--- config.mk ---
export PLATFORM = sky130hd
export DESIGN_NAME = depuncturer
export DESIGN_NICKNAME = d
export VERILOG_FILES = /design/src/rtl/depunct_pkg.sv /design/src/rtl/dp_cfg_check.sv /design/src/rtl/dp_cfg_regs.sv /design/src/rtl/dp_phase.sv /design/src/rtl/depuncturer.sv
export SDC_FILE = /design/constraint.sdc
export NUM_CORES = 1
export LEC_CHECK = 0
export BUFFER_PORTS_ARGS = -buffer_cell sky130_fd_sc_hd__buf_4
export CORE_MARGIN = 4
export CORE_UTILIZATION = 43
export CTS_BUF_LIST = sky130_fd_sc_hd__clkbuf_8
export CTS_CLUSTER_DIAMETER = 80
export DETAILED_ROUTE_END_ITERATION = 8
export GPL_TIMING_DRIVEN = 0
export PLACE_DENSITY = 0.66
export SYNTH_ARGS = -nofsm -noshare
export SYNTH_HDL_FRONTEND = slang
export SYNTH_SLANG_ARGS = --single-unit
--- constraint.sdc ---
create_clock -name clk -period 8 [get_ports clk]
set_input_delay 0.8 -clock clk [delete_from_list [all_inputs] [get_ports clk]]
set_output_delay 0.8 -clock clk [all_outputs]
set_load 0.005 [all_outputs]
--- src/rtl/depunct_pkg.sv ---
// Package: shared encodings for the depuncturer.
// Assumes: nothing beyond SystemVerilog 2017.
package depunct_pkg;

    // Kept-symbol content of one pattern column: {pattern B bit, pattern A bit}
    typedef enum logic [1:0] {
        COL_NONE = 2'b00,
        COL_A    = 2'b01,
        COL_B    = 2'b10,
        COL_AB   = 2'b11
    } col_kind_e;

endpackage

--- src/rtl/dp_cfg_check.sv ---
// Module: dp_cfg_check
// Purpose: combinational legality test of one rate/pattern setting.
// Assumes: pattern bits at or above k are don't-care; every column below k
// must keep at least one symbol.
module dp_cfg_check #(
    parameter int MAX_IN = 8,
    parameter int KW     = 4,
    parameter int NW     = 5
) (
    input  logic [KW-1:0]     k,
    input  logic [NW-1:0]     n,
    input  logic [MAX_IN-1:0] pat_a,
    input  logic [MAX_IN-1:0] pat_b,
    output logic              legal
);

    int  ones;
    logic hole;
    int  ki;
    int  ni;
    logic rate_ok;

    // Count kept bits below k and look for columns with nothing kept
    always_comb begin
        ones = 0;
        hole = 1'b0;
        ki   = int'(k);
        ni   = int'(n);
        for (int i = 0; i < MAX_IN; i++) begin
            if (i < ki) begin
                ones = ones + int'(pat_a[i]) + int'(pat_b[i]);
                if (!(pat_a[i] || pat_b[i])) hole = 1'b1;
            end
        end
    end

    // Rate relation between k and n
    always_comb begin
        if (ki < 1 || ki > MAX_IN)  rate_ok = 1'b0;
        else if (ki == 1)           rate_ok = (ni == 2);
        else                        rate_ok = (ni > ki) && (ni < 2 * ki);
    end

    // Final verdict
    always_comb begin
        legal = rate_ok && !hole && (ones == ni);
    end

endmodule

--- src/rtl/dp_cfg_regs.sv ---
// Module: dp_cfg_regs
// Purpose: shadow (waiting) and active setting registers plus the sticky error.
// Assumes: 'legal' is the verdict on the set_* inputs in the same cycle;
// 'promote' is high only when a waiting setting exists and a block starts.
module dp_cfg_regs #(
    parameter int MAX_IN = 8,
    parameter int KW     = 4,
    parameter int NW     = 5
) (
    input  logic              clk,
    input  logic              rst_n,
    input  logic              set_stb,
    input  logic [KW-1:0]     set_k,
    input  logic [MAX_IN-1:0] set_pat_a,
    input  logic [MAX_IN-1:0] set_pat_b,
    input  logic              legal,
    input  logic              promote,
    output logic              pend_v,
    output logic [KW-1:0]     pend_k,
    output logic [MAX_IN-1:0] pend_a,
    output logic [MAX_IN-1:0] pend_b,
    output logic              act_v,
    output logic [KW-1:0]     act_k,
    output logic [MAX_IN-1:0] act_a,
    output logic [MAX_IN-1:0] act_b,
    output logic              err
);

    logic take;

    // A capture happens only for a legal setting under the strobe
    always_comb take = set_stb && legal;

    // Shadow setting: loaded on a legal capture, released on promotion
    always_ff @(posedge clk) begin
        if (!rst_n) begin
            pend_v <= 1'b0;
            pend_k <= '0;
            pend_a <= '0;
            pend_b <= '0;
        end else if (take) begin
            pend_v <= 1'b1;
            pend_k <= set_k;
            pend_a <= set_pat_a;
            pend_b <= set_pat_b;
        end else if (promote) begin
            pend_v <= 1'b0;
        end
    end

    // Active setting: copied from the shadow at a block start
    always_ff @(posedge clk) begin
        if (!rst_n) begin
            act_v <= 1'b0;
            act_k <= '0;
            act_a <= '0;
            act_b <= '0;
        end else if (promote) begin
            act_v <= 1'b1;
            act_k <= pend_k;
            act_a <= pend_a;
            act_b <= pend_b;
        end
    end

    // Sticky rejection flag
    always_ff @(posedge clk) begin
        if (!rst_n)                    err <= 1'b0;
        else if (set_stb && !legal)    err <= 1'b1;
    end


    reject_keeps_shadow_chk: assert property (@(posedge clk) disable iff (!rst_n)
        set_stb && !legal |=> $stable(pend_k) && $stable(pend_a) && $stable(pend_b));


    err_sticky_chk: assert property (@(posedge clk) disable iff (!rst_n)
        err |=> err);


    active_moves_on_start_chk: assert property (@(posedge clk) disable iff (!rst_n)
        !promote |=> $stable(act_a) && $stable(act_b) && $stable(act_k));

endmodule

--- src/rtl/dp_phase.sv ---
// Module: dp_phase
// Purpose: walks the pattern columns, holds the first half of fully kept
// columns, and emits registered branch pairs with erasure flags.
// Assumes: k/pat_a/pat_b are the setting in force this cycle and describe a
// legal setting whenever 'run' is high.
module dp_phase
    import depunct_pkg::*;
#(
    parameter int MAX_IN = 8,
    parameter int SW     = 3,
    parameter int KW     = 4,
    localparam int CW    = (MAX_IN > 1) ? $clog2(MAX_IN) : 1
) (
    input  logic              clk,
    input  logic              rst_n,
    input  logic              run,
    input  logic              start,
    input  logic [KW-1:0]     k,
    input  logic [MAX_IN-1:0] pat_a,
    input  logic [MAX_IN-1:0] pat_b,
    input  logic [SW-1:0]     sym,
    output logic              o_valid,
    output logic [SW-1:0]     o_sym0,
    output logic [SW-1:0]     o_sym1,
    output logic              o_era0,
    output logic              o_era1
);

    logic [CW-1:0] col_q, col_n, cur_col;
    logic          half_q, half_n, cur_half;
    logic [SW-1:0] hold_q, hold_n;
    col_kind_e     kind;
    logic          last, adv;
    logic          v_n, e0_n, e1_n;
    logic [SW-1:0] s0_n, s1_n;

    // Column and half position seen by this cycle's symbol
    always_comb begin
        cur_col  = start ? '0 : col_q;
        cur_half = start ? 1'b0 : half_q;
        kind     = col_kind_e'({pat_b[cur_col], pat_a[cur_col]});
        last     = (KW'(cur_col) + KW'(1)) >= k;
    end

    // Decide this cycle's output and the next position
    always_comb begin
        v_n    = 1'b0;
        s0_n   = '0;
        s1_n   = '0;
        e0_n   = 1'b0;
        e1_n   = 1'b0;
        adv    = 1'b0;
        half_n = 1'b0;
        hold_n = hold_q;
        if (run) begin
            unique case (kind)
                COL_AB: begin
                    if (!cur_half) begin
                        hold_n = sym;
                        half_n = 1'b1;
                    end else begin
                        v_n  = 1'b1;
                        s0_n = hold_q;
                        s1_n = sym;
                        adv  = 1'b1;
                    end
                end
                COL_A: begin
                    v_n  = 1'b1;
                    s0_n = sym;
                    e1_n = 1'b1;
                    adv  = 1'b1;
                end
                COL_B: begin
                    v_n  = 1'b1;
                    s1_n = sym;
                    e0_n = 1'b1;
                    adv  = 1'b1;
                end
                default: adv = 1'b1;
            endcase
        end
        if (!run)      col_n = '0;
        else if (adv)  col_n = last ? '0 : cur_col + CW'(1);
        else           col_n = cur_col;
    end

    // Position state
    always_ff @(posedge clk) begin
        if (!rst_n) begin
            col_q  <= '0;
            half_q <= 1'b0;
            hold_q <= '0;
        end else begin
            col_q  <= col_n;
            half_q <= half_n;
            hold_q <= hold_n;
        end
    end

    // Output register
    always_ff @(posedge clk) begin
        if (!rst_n) begin
            o_valid <= 1'b0;
            o_sym0  <= '0;
            o_sym1  <= '0;
            o_era0  <= 1'b0;
            o_era1  <= 1'b0;
        end else begin
            o_valid <= v_n;
            o_sym0  <= s0_n;
            o_sym1  <= s1_n;
            o_era0  <= e0_n;
            o_era1  <= e1_n;
        end
    end


    one_erasure_max_chk: assert property (@(posedge clk) disable iff (!rst_n)
        o_valid |-> !(o_era0 && o_era1));


    erased_is_zero_chk: assert property (@(posedge clk) disable iff (!rst_n)
        o_valid && (o_era0 || o_era1) |-> (o_era0 ? o_sym0 == '0 : o_sym1 == '0));


    half_only_in_pair_col_chk: assert property (@(posedge clk) disable iff (!rst_n)
        half_q && !start |-> pat_a[col_q] && pat_b[col_q]);


    gap_after_half_chk: assert property (@(posedge clk) disable iff (!rst_n)
        half_q |-> !o_valid);

endmodule

--- src/rtl/depuncturer.sv ---
// Module: depuncturer (top)
// Purpose: rebuilds rate-1/2 soft-symbol pairs from a punctured stream using
// run-time loaded, legality-checked patterns applied at block starts.
// Assumes: one input symbol per clock; blk_start marks the first symbol of
// each block.
module depuncturer #(
    parameter int MAX_IN = 8,
    parameter int SW     = 3,
    localparam int KW    = $clog2(MAX_IN + 1),
    localparam int NW    = $clog2(2 * MAX_IN + 1)
) (
    input  logic              clk,
    input  logic              rst_n,
    input  logic [SW-1:0]     in_sym,
    input  logic              blk_start,
    input  logic              set_stb,
    input  logic [KW-1:0]     set_k,
    input  logic [NW-1:0]     set_n,
    input  logic [MAX_IN-1:0] set_pat_a,
    input  logic [MAX_IN-1:0] set_pat_b,
    output logic              out_valid,
    output logic [SW-1:0]     out_sym0,
    output logic [SW-1:0]     out_sym1,
    output logic              out_era0,
    output logic              out_era1,
    output logic              cfg_ok,
    output logic              cfg_err
);

    logic              legal, promote;
    logic              pend_v, act_v;
    logic [KW-1:0]     pend_k, act_k, eff_k;
    logic [MAX_IN-1:0] pend_a, pend_b, act_a, act_b, eff_a, eff_b;
    logic              eff_v;

    dp_cfg_check #(.MAX_IN(MAX_IN), .KW(KW), .NW(NW)) u_check (
        .k     (set_k),
        .n     (set_n),
        .pat_a (set_pat_a),
        .pat_b (set_pat_b),
        .legal (legal)
    );

    // A waiting setting replaces the active one when a block starts
    always_comb promote = blk_start && pend_v;

    dp_cfg_regs #(.MAX_IN(MAX_IN), .KW(KW), .NW(NW)) u_regs (
        .clk       (clk),
        .rst_n     (rst_n),
        .set_stb   (set_stb),
        .set_k     (set_k),
        .set_pat_a (set_pat_a),
        .set_pat_b (set_pat_b),
        .legal     (legal),
        .promote   (promote),
        .pend_v    (pend_v),
        .pend_k    (pend_k),
        .pend_a    (pend_a),
        .pend_b    (pend_b),
        .act_v     (act_v),
        .act_k     (act_k),
        .act_a     (act_a),
        .act_b     (act_b),
        .err       (cfg_err)
    );

    // Setting in force for this cycle's symbol
    always_comb begin
        eff_v = promote ? 1'b1   : act_v;
        eff_k = promote ? pend_k : act_k;
        eff_a = promote ? pend_a : act_a;
        eff_b = promote ? pend_b : act_b;
    end

    dp_phase #(.MAX_IN(MAX_IN), .SW(SW), .KW(KW)) u_phase (
        .clk     (clk),
        .rst_n   (rst_n),
        .run     (eff_v),
        .start   (blk_start),
        .k       (eff_k),
        .pat_a   (eff_a),
        .pat_b   (eff_b),
        .sym     (in_sym),
        .o_valid (out_valid),
        .o_sym0  (out_sym0),
        .o_sym1  (out_sym1),
        .o_era0  (out_era0),
        .o_era1  (out_era1)
    );

    // Report whether a legal setting is in force
    always_comb cfg_ok = act_v;


    no_output_without_cfg_chk: assert property (@(posedge clk) disable iff (!rst_n)
        out_valid |-> cfg_ok);


    cfg_ok_kept_chk: assert property (@(posedge clk) disable iff (!rst_n)
        cfg_ok |=> cfg_ok);

endmodule

Word level (Yosys, flattened, before mapping)
Index checks and enable logic that the tools add are counted.
{ "totals": {"out_inout_bits": 11, "wordCells": 128, "ff_bits": 59} }
{ "op_classes": {"n_reduce_logical": 22, "add_sub_neg": 17, "n_eq_ne": 6, "magnitude_cmp": 14, "muxes": 51, "n_bitwise": 1} }
{ "op_table": {"columns": ["cell", "count"], "rows": [
  ["adder 32 x 2 -> 32 bit", 14],
  ["two-way mux 32 bit", 8],
  ["equality test 32 x 6 -> 1 bit", 1],
  ["two-way mux 1 bit", 30],
  ["< comparator 3 x 4 -> 1 bit (first input constant)", 4],
  ["two-way mux 8 bit", 2],
  ["two-way mux 3 bit", 5],
  ["case mux 3 bit (2 select lines)", 2],
  ["logical OR 1 bit", 9],
  ["< comparator 1 x 4 -> 1 bit (first input constant)", 2],
  ["< comparator 2 x 4 -> 1 bit (first input constant)", 2],
  ["binary-select mux 1 bit (select 3 bit)", 2],
  ["logical AND 1 bit", 6],
  ["AND reduction 3 bit", 2],
  ["equality test 5 x 3 -> 1 bit (second input constant)", 1],
  ["> comparator 5 x 4 -> 1 bit", 1],
  ["< comparator 5 bit", 1],
  ["adder 3 x 1 -> 4 bit (second input constant)", 1],
  ["equality test 2 bit (second input constant)", 2],
  ["equality test 4 x 2 -> 1 bit (second input constant)", 1],
  [">= comparator 4 bit", 1],
  ["> comparator 4 bit (second input constant)", 1],
  ["< comparator 3 x 4 -> 1 bit (second input constant)", 1],
  ["< comparator 4 x 1 -> 1 bit (second input constant)", 1],
  ["10 further kinds", 11]
]} }

Longest topological paths before layout
{ "logic_depth": {"word_depth": 27, "mapped_depth": 38, "mapped_depth_nobuf": 34} }

By module
From an unflattened synthesis, not the netlist that was laid out.
{ "unflattened": {"cells_unflattened": 540, "area_unflattened_um2": 4789.6} }
{ "by_module_without_submodules": {"columns": ["module", "instances", "cells_each", "area_each_um2"], "rows": [
  ["dp_cfg_check", 1, 250, 1869.3],
  ["dp_cfg_regs", 1, 165, 1652.8],
  ["dp_phase", 1, 100, 935.9],
  ["depuncturer", 1, 25, 331.6]
]} }

Worst setup path after synthesis
Ideal clock, no wire load.
{ "synth_timing": {"path_type": "in2reg", "start": "in set_k[2]", "end": "reg u_regs.pend_v", "setup_slack_ns": 0.113, "arrival_ns": 7.772, "stages": 36, "cell_sequence": "buf_2 clkbuf_1 inv_2 nand2_1 o21ai_0 fa_1 o21ai_0 inv_1 fa_1 nand2_1 o21ai_0 fa_1 nand2_1 o21ai_0 fa_1 nand2_1 nand2_1 fa_1 inv_1 ha_1 a32o_1 a222oi_1 inv_1 ha_1 o211ai_1 o221ai_1 xnor2_1 xnor2_1 nand4_1 xnor2_1 o31ai_1 a2bb2oi_2 and3_1 buf_6 buf_12 o21a_1"} }
{ "synth_via": {"elab_chain_cells": 27} }
{ "synth_lines": {"columns": ["item", "line", "text"], "rows": [
  ["start, declared", "depuncturer.sv:17", "input logic [KW-1:0] set_k,"],
  ["< comparator 1 x 4 -> 1 bit", "dp_cfg_check.sv:30", "if (i < ki) begin"],
  ["two-way mux 32 bit", "dp_cfg_check.sv:30", null],
  ["adder 32 x 2 -> 32 bit (2 in series)", "dp_cfg_check.sv:31", "ones = ones + int'(pat_a[i]) + int'(pat_b[i]);"],
  ["two-way mux 32 bit", "dp_cfg_check.sv:30", null],
  ["adder 32 x 2 -> 32 bit (2 in series)", "dp_cfg_check.sv:31", null],
  ["two-way mux 32 bit", "dp_cfg_check.sv:30", null],
  ["adder 32 x 2 -> 32 bit (2 in series)", "dp_cfg_check.sv:31", null],
  ["two-way mux 32 bit", "dp_cfg_check.sv:30", null],
  ["(+6 left out)", null, null],
  ["adder 32 x 2 -> 32 bit (2 in series)", "dp_cfg_check.sv:31", null],
  ["two-way mux 32 bit", "dp_cfg_check.sv:30", null],
  ["adder 32 x 2 -> 32 bit (2 in series)", "dp_cfg_check.sv:31", null],
  ["two-way mux 32 bit", "dp_cfg_check.sv:30", null],
  ["equality test 32 x 6 -> 1 bit", "dp_cfg_check.sv:46", "legal = rate_ok && !hole && (ones == ni);"],
  ["logical AND 1 bit (*)", "dp_cfg_check.sv:46", null],
  ["logical AND 1 bit (*)", "dp_cfg_regs.sv:32", "always_comb take = set_stb && legal;"],
  ["two-way mux 1 bit or nonzero test 2 bit (tied branches)", null, null],
  ["end signal, assigned", "dp_cfg_regs.sv:37", "pend_v <= 1'b0;"],
  ["end signal, assigned", "dp_cfg_regs.sv:42", "pend_v <= 1'b1;"],
  ["end signal, assigned", "dp_cfg_regs.sv:47", "pend_v <= 1'b0;"],
  ["end, declared", "dp_cfg_regs.sv:18", "output logic pend_v,"]
]} }
Every way passes the cells marked *; elsewhere a longest branch is shown, timed or not.
A chain may end at the register's enable or synchronous reset.

Final worst setup path
{ "layout_timing": {"start": "in set_k[1]", "end": "reg u_regs.pend_v"} }
The elaborated chain is that of the path after synthesis.

==> flow_metrics.env <==
export IMPL_status="complete, no violations"
export IMPL_ys_seq_area_frac=0.2768
export IMPL_end_kind="flop"
export IMPL_peakVddDrop_uv=111.5
export IMPL_cap_viol_max_count=0
export IMPL_synth_adder_area_share=0.1267
export IMPL_place_inst=712
export IMPL_finalNonFillerCells=739
export IMPL_drive_gt1_frac=0.1865
export IMPL_vias=3855
export IMPL_cts_sinks=59
export IMPL_die_area_mm2=0.01158
export IMPL_fmax_mhz=131.0
export IMPL_synthSimpleGateAreaFrac=0.2111
export IMPL_hpwl_um=8060
export IMPL_synth_compound_area_share=0.1874
export IMPL_totalWireLength_um=10300
export IMPL_avgSynthCellArea_um2=7.916
export IMPL_cts_hold_buf=0
export IMPL_ant_nets=0
export IMPL_ys_async_sr_fraction=0
export IMPL_p_leak_uw=0.002211
export IMPL_drtIter0Drc=142
export IMPL_tightest_slew_ns=0.7431
export IMPL_wl_met3_um=353
export IMPL_synth_ff_latch_count=59
export IMPL_fin_area_mm2=0.005126
export IMPL_diodes=0
export IMPL_clk_latency_ns=0.33
export IMPL_numCtsBuffers=9
export IMPL_critPathKind="input port to flop"
export IMPL_powerDensity_mw_per_mm2=181.0
export IMPL_min_path_type="flop to flop"
export IMPL_placed_cell_area_mm2=0.004733
export IMPL_vias_per_cell=5.217
export IMPL_grt_util_all_layers=0.1825
export IMPL_synth_cell_types=68
export IMPL_io_buffers=40
export IMPL_cts_tree="done"
export IMPL_netlist_instances=539
export IMPL_grt_pass1_wl_um=17130
export IMPL_wl_per_cell_um=13.93
export IMPL_synth_ff_type="dfxtp_1"
export IMPL_setup_viol=0
export IMPL_grt_overflow=0
export IMPL_fillers=980
export IMPL_core_mm2=0.009729
export IMPL_slew_headroom=0.5023
export IMPL_clkTransAtPathRegs_ns=0.06
export IMPL_arrival_ns=7.86
export IMPL_grt_pass1_vias=3668
export IMPL_synth_edff_count=0
export IMPL_critPathLaunchType="input port"
export IMPL_synthMuxAreaShare=0.09238
export IMPL_drc=0
export IMPL_synth_fp_nets=610
export IMPL_antenna_found_initial=0
export IMPL_crit_fanout=10
export IMPL_synth_xor_area_share=0.02434
export IMPL_area_growth_syn_to_layout_pct=20.15
export IMPL_highest_layer="met4"
export IMPL_period_share=0.9541
export IMPL_ios=43
export IMPL_start_util=0.4385
export IMPL_place_congestion=0.8502
export IMPL_finClkSkew_ns=0.004239
export IMPL_htree_levels=3
export IMPL_dr_pass1_iters=6
export IMPL_wl_met1_um=4423
export IMPL_final_nets=672
export IMPL_postLayoutCoreUtil=0.5269
export IMPL_grt_max_degree=11
export IMPL_dieHeight_um=107.6
export IMPL_cts_buffer_depth=2
export IMPL_ff2ff_path_depth=13
export IMPL_drv_slew=0
export IMPL_slowest_stage="fa_1"
export IMPL_hold_depth=2
export IMPL_finalHoldViolations=0
export IMPL_ys_warn_count=0
export IMPL_r2r_setup_slack_ns=4.83
export IMPL_num_rows=36
export IMPL_cts_root_buf="clkbuf_8"
export IMPL_dr_wl_met2_um=5337
export IMPL_fin_crit_ns=7.632
export IMPL_required_ns=8.23
export IMPL_synth_top_family_by_area="simple AND/OR/NAND/NOR gates"
export IMPL_syn_area_mm2=0.004267
export IMPL_dieWidth_um=107.6
export IMPL_max_stage_delay_ns=0.52
export IMPL_critPathMostFrequentCell="fa_1"
-- cell usage in the layout, fill, tap and decap left out, drive strengths merged, types with 3 or more instances in the layout --
cell type  count
inv           49
ha            32
a22oi          4
nor2b          5
a211oi         4
xnor2          8
o21ai         25
a21oi         39
nor2          57
and2           3
a31oi          7
and4           3
xor2           3
and3           5
clkbuf        29
nand2b         6
nand3          7
o21a           5
nand2         91
mux2i         36
dfxtp         59
mux2           3
nor3           7
buf           61
o211ai         4
fa             7
a21o           5
o221ai         3
a211o          3
-- per-stage QoR --
stage                     total power, µW  TNS (ns)  setup slack (ns)  hold WS (ns)
after detailed placement            614.0    -22.39            -1.069        0.4470
after global routing                989.2  -0.02866          -0.01473        0.4733
final                               927.8         0            0.3675        0.4549
after floorplan                     543.4         0            0.1130        0.4321
after CTS                           885.3         0           0.02671        0.4560
after global placement              606.5    -18.64           -0.9043        0.4450
-- critical path, delay by kind of cell --
family          cells  cell delay, ns
compound gates     12            1.87
xor+xnor            2            0.49
fa+ha+maj           7            2.63
buf+inv             8            1.04
simple gates        8            1.02
-- what timing repair did --
action                     in CTS  in global routing
resized for setup              10                 28
cloned                          0                  0
pin swaps                       2                 18
setup endpoints to repair      22                 22
setup buffers                   7                  6
-- synth_stat cells, types with 6 or more instances --
cell      number  share of area
dfxtp_1       59           0.28
nand2b_1       6         0.0088
mux2i_1       36          0.084
o21ai_0       20          0.023
a21oi_1       38          0.045
ha_1          32          0.094
inv_1         43          0.038
xnor2_1        8          0.016
a31oi_1        7          0.010
fa_1           7          0.033
clkbuf_1      18          0.016
nand3_1        7         0.0082
nand2_1       91          0.080
nor2_1        57          0.050
-- logic make-up after synthesis --
kind of cell	count (synthesis)
and+or+nand+nor	200
AOI/OAI and AO/OA	117
buffers and inverters	74
DFF	59
muxes	39
adders and majority gates	39
xor gates and xnor gates	11
-- power breakdown --
group	internal, µW	switching [µW]	total (µW)
Sequential	295	0.561	295
Combinational	186	211	398
Clock	125	110	235
Total	606	322	928
-- area by class of cell --
cell class | instances | area (µm²) | area share
clock buffers | 11 | 151.4 | 0.02953
inverters | 46 | 175.2 | 0.03417
repair buffers | 53 | 397.9 | 0.07762
clock inverters | 5 | 21.27 | 0.004149
flip-flops and latches | 59 | 1181 | 0.2304
multi-input cells | 406 | 2858 | 0.5575
well taps | 133 | 166.4 | 0.03246
plain buffers | 26 | 175.2 | 0.03417
-- final timing paths --
path,startpoint,to
hold / removal,u_regs.pend_b[5]$_SDFFE_PN0P_,u_regs.act_b[5]$_SDFF_PN0_
setup reg to reg,u_regs.pend_v$_SDFFE_PN0P_,u_phase.col_q[2]$_SDFF_PN0_
setup / recovery,set_k[1],u_regs.pend_v$_SDFFE_PN0P_
hold reg to reg,u_regs.pend_b[5]$_SDFFE_PN0P_,u_regs.act_b[5]$_SDFF_PN0_
-- flip-flops by register name, indices dropped and copies added (netlist names) --
name / cells
u_regs.act_b: 8
u_regs.pend_v: 1
u_regs.pend_k: 4
u_regs.pend_b: 8
u_phase.o_valid: 1
u_phase.o_sym0: 3
u_phase.o_sym1: 3
u_regs.act_v: 1
u_phase.o_era0: 1
u_regs.act_a: 8
u_phase.o_era1: 1
u_phase.hold_q: 3
u_regs.pend_a: 8
u_phase.half_q: 1
u_regs.act_k: 4
u_regs.err: 1
u_phase.col_q: 3
-- per-layer routing --
metal / vias to the layer above / track usage
met5: - / 0
met4: 0 / 0.06943
met2: 72 / 0.3197
met3: 17 / 0.02579
li1: 1971 / -
met1: 1795 / 0.2256
Note: power is estimated with default switching activity, not from simulation.
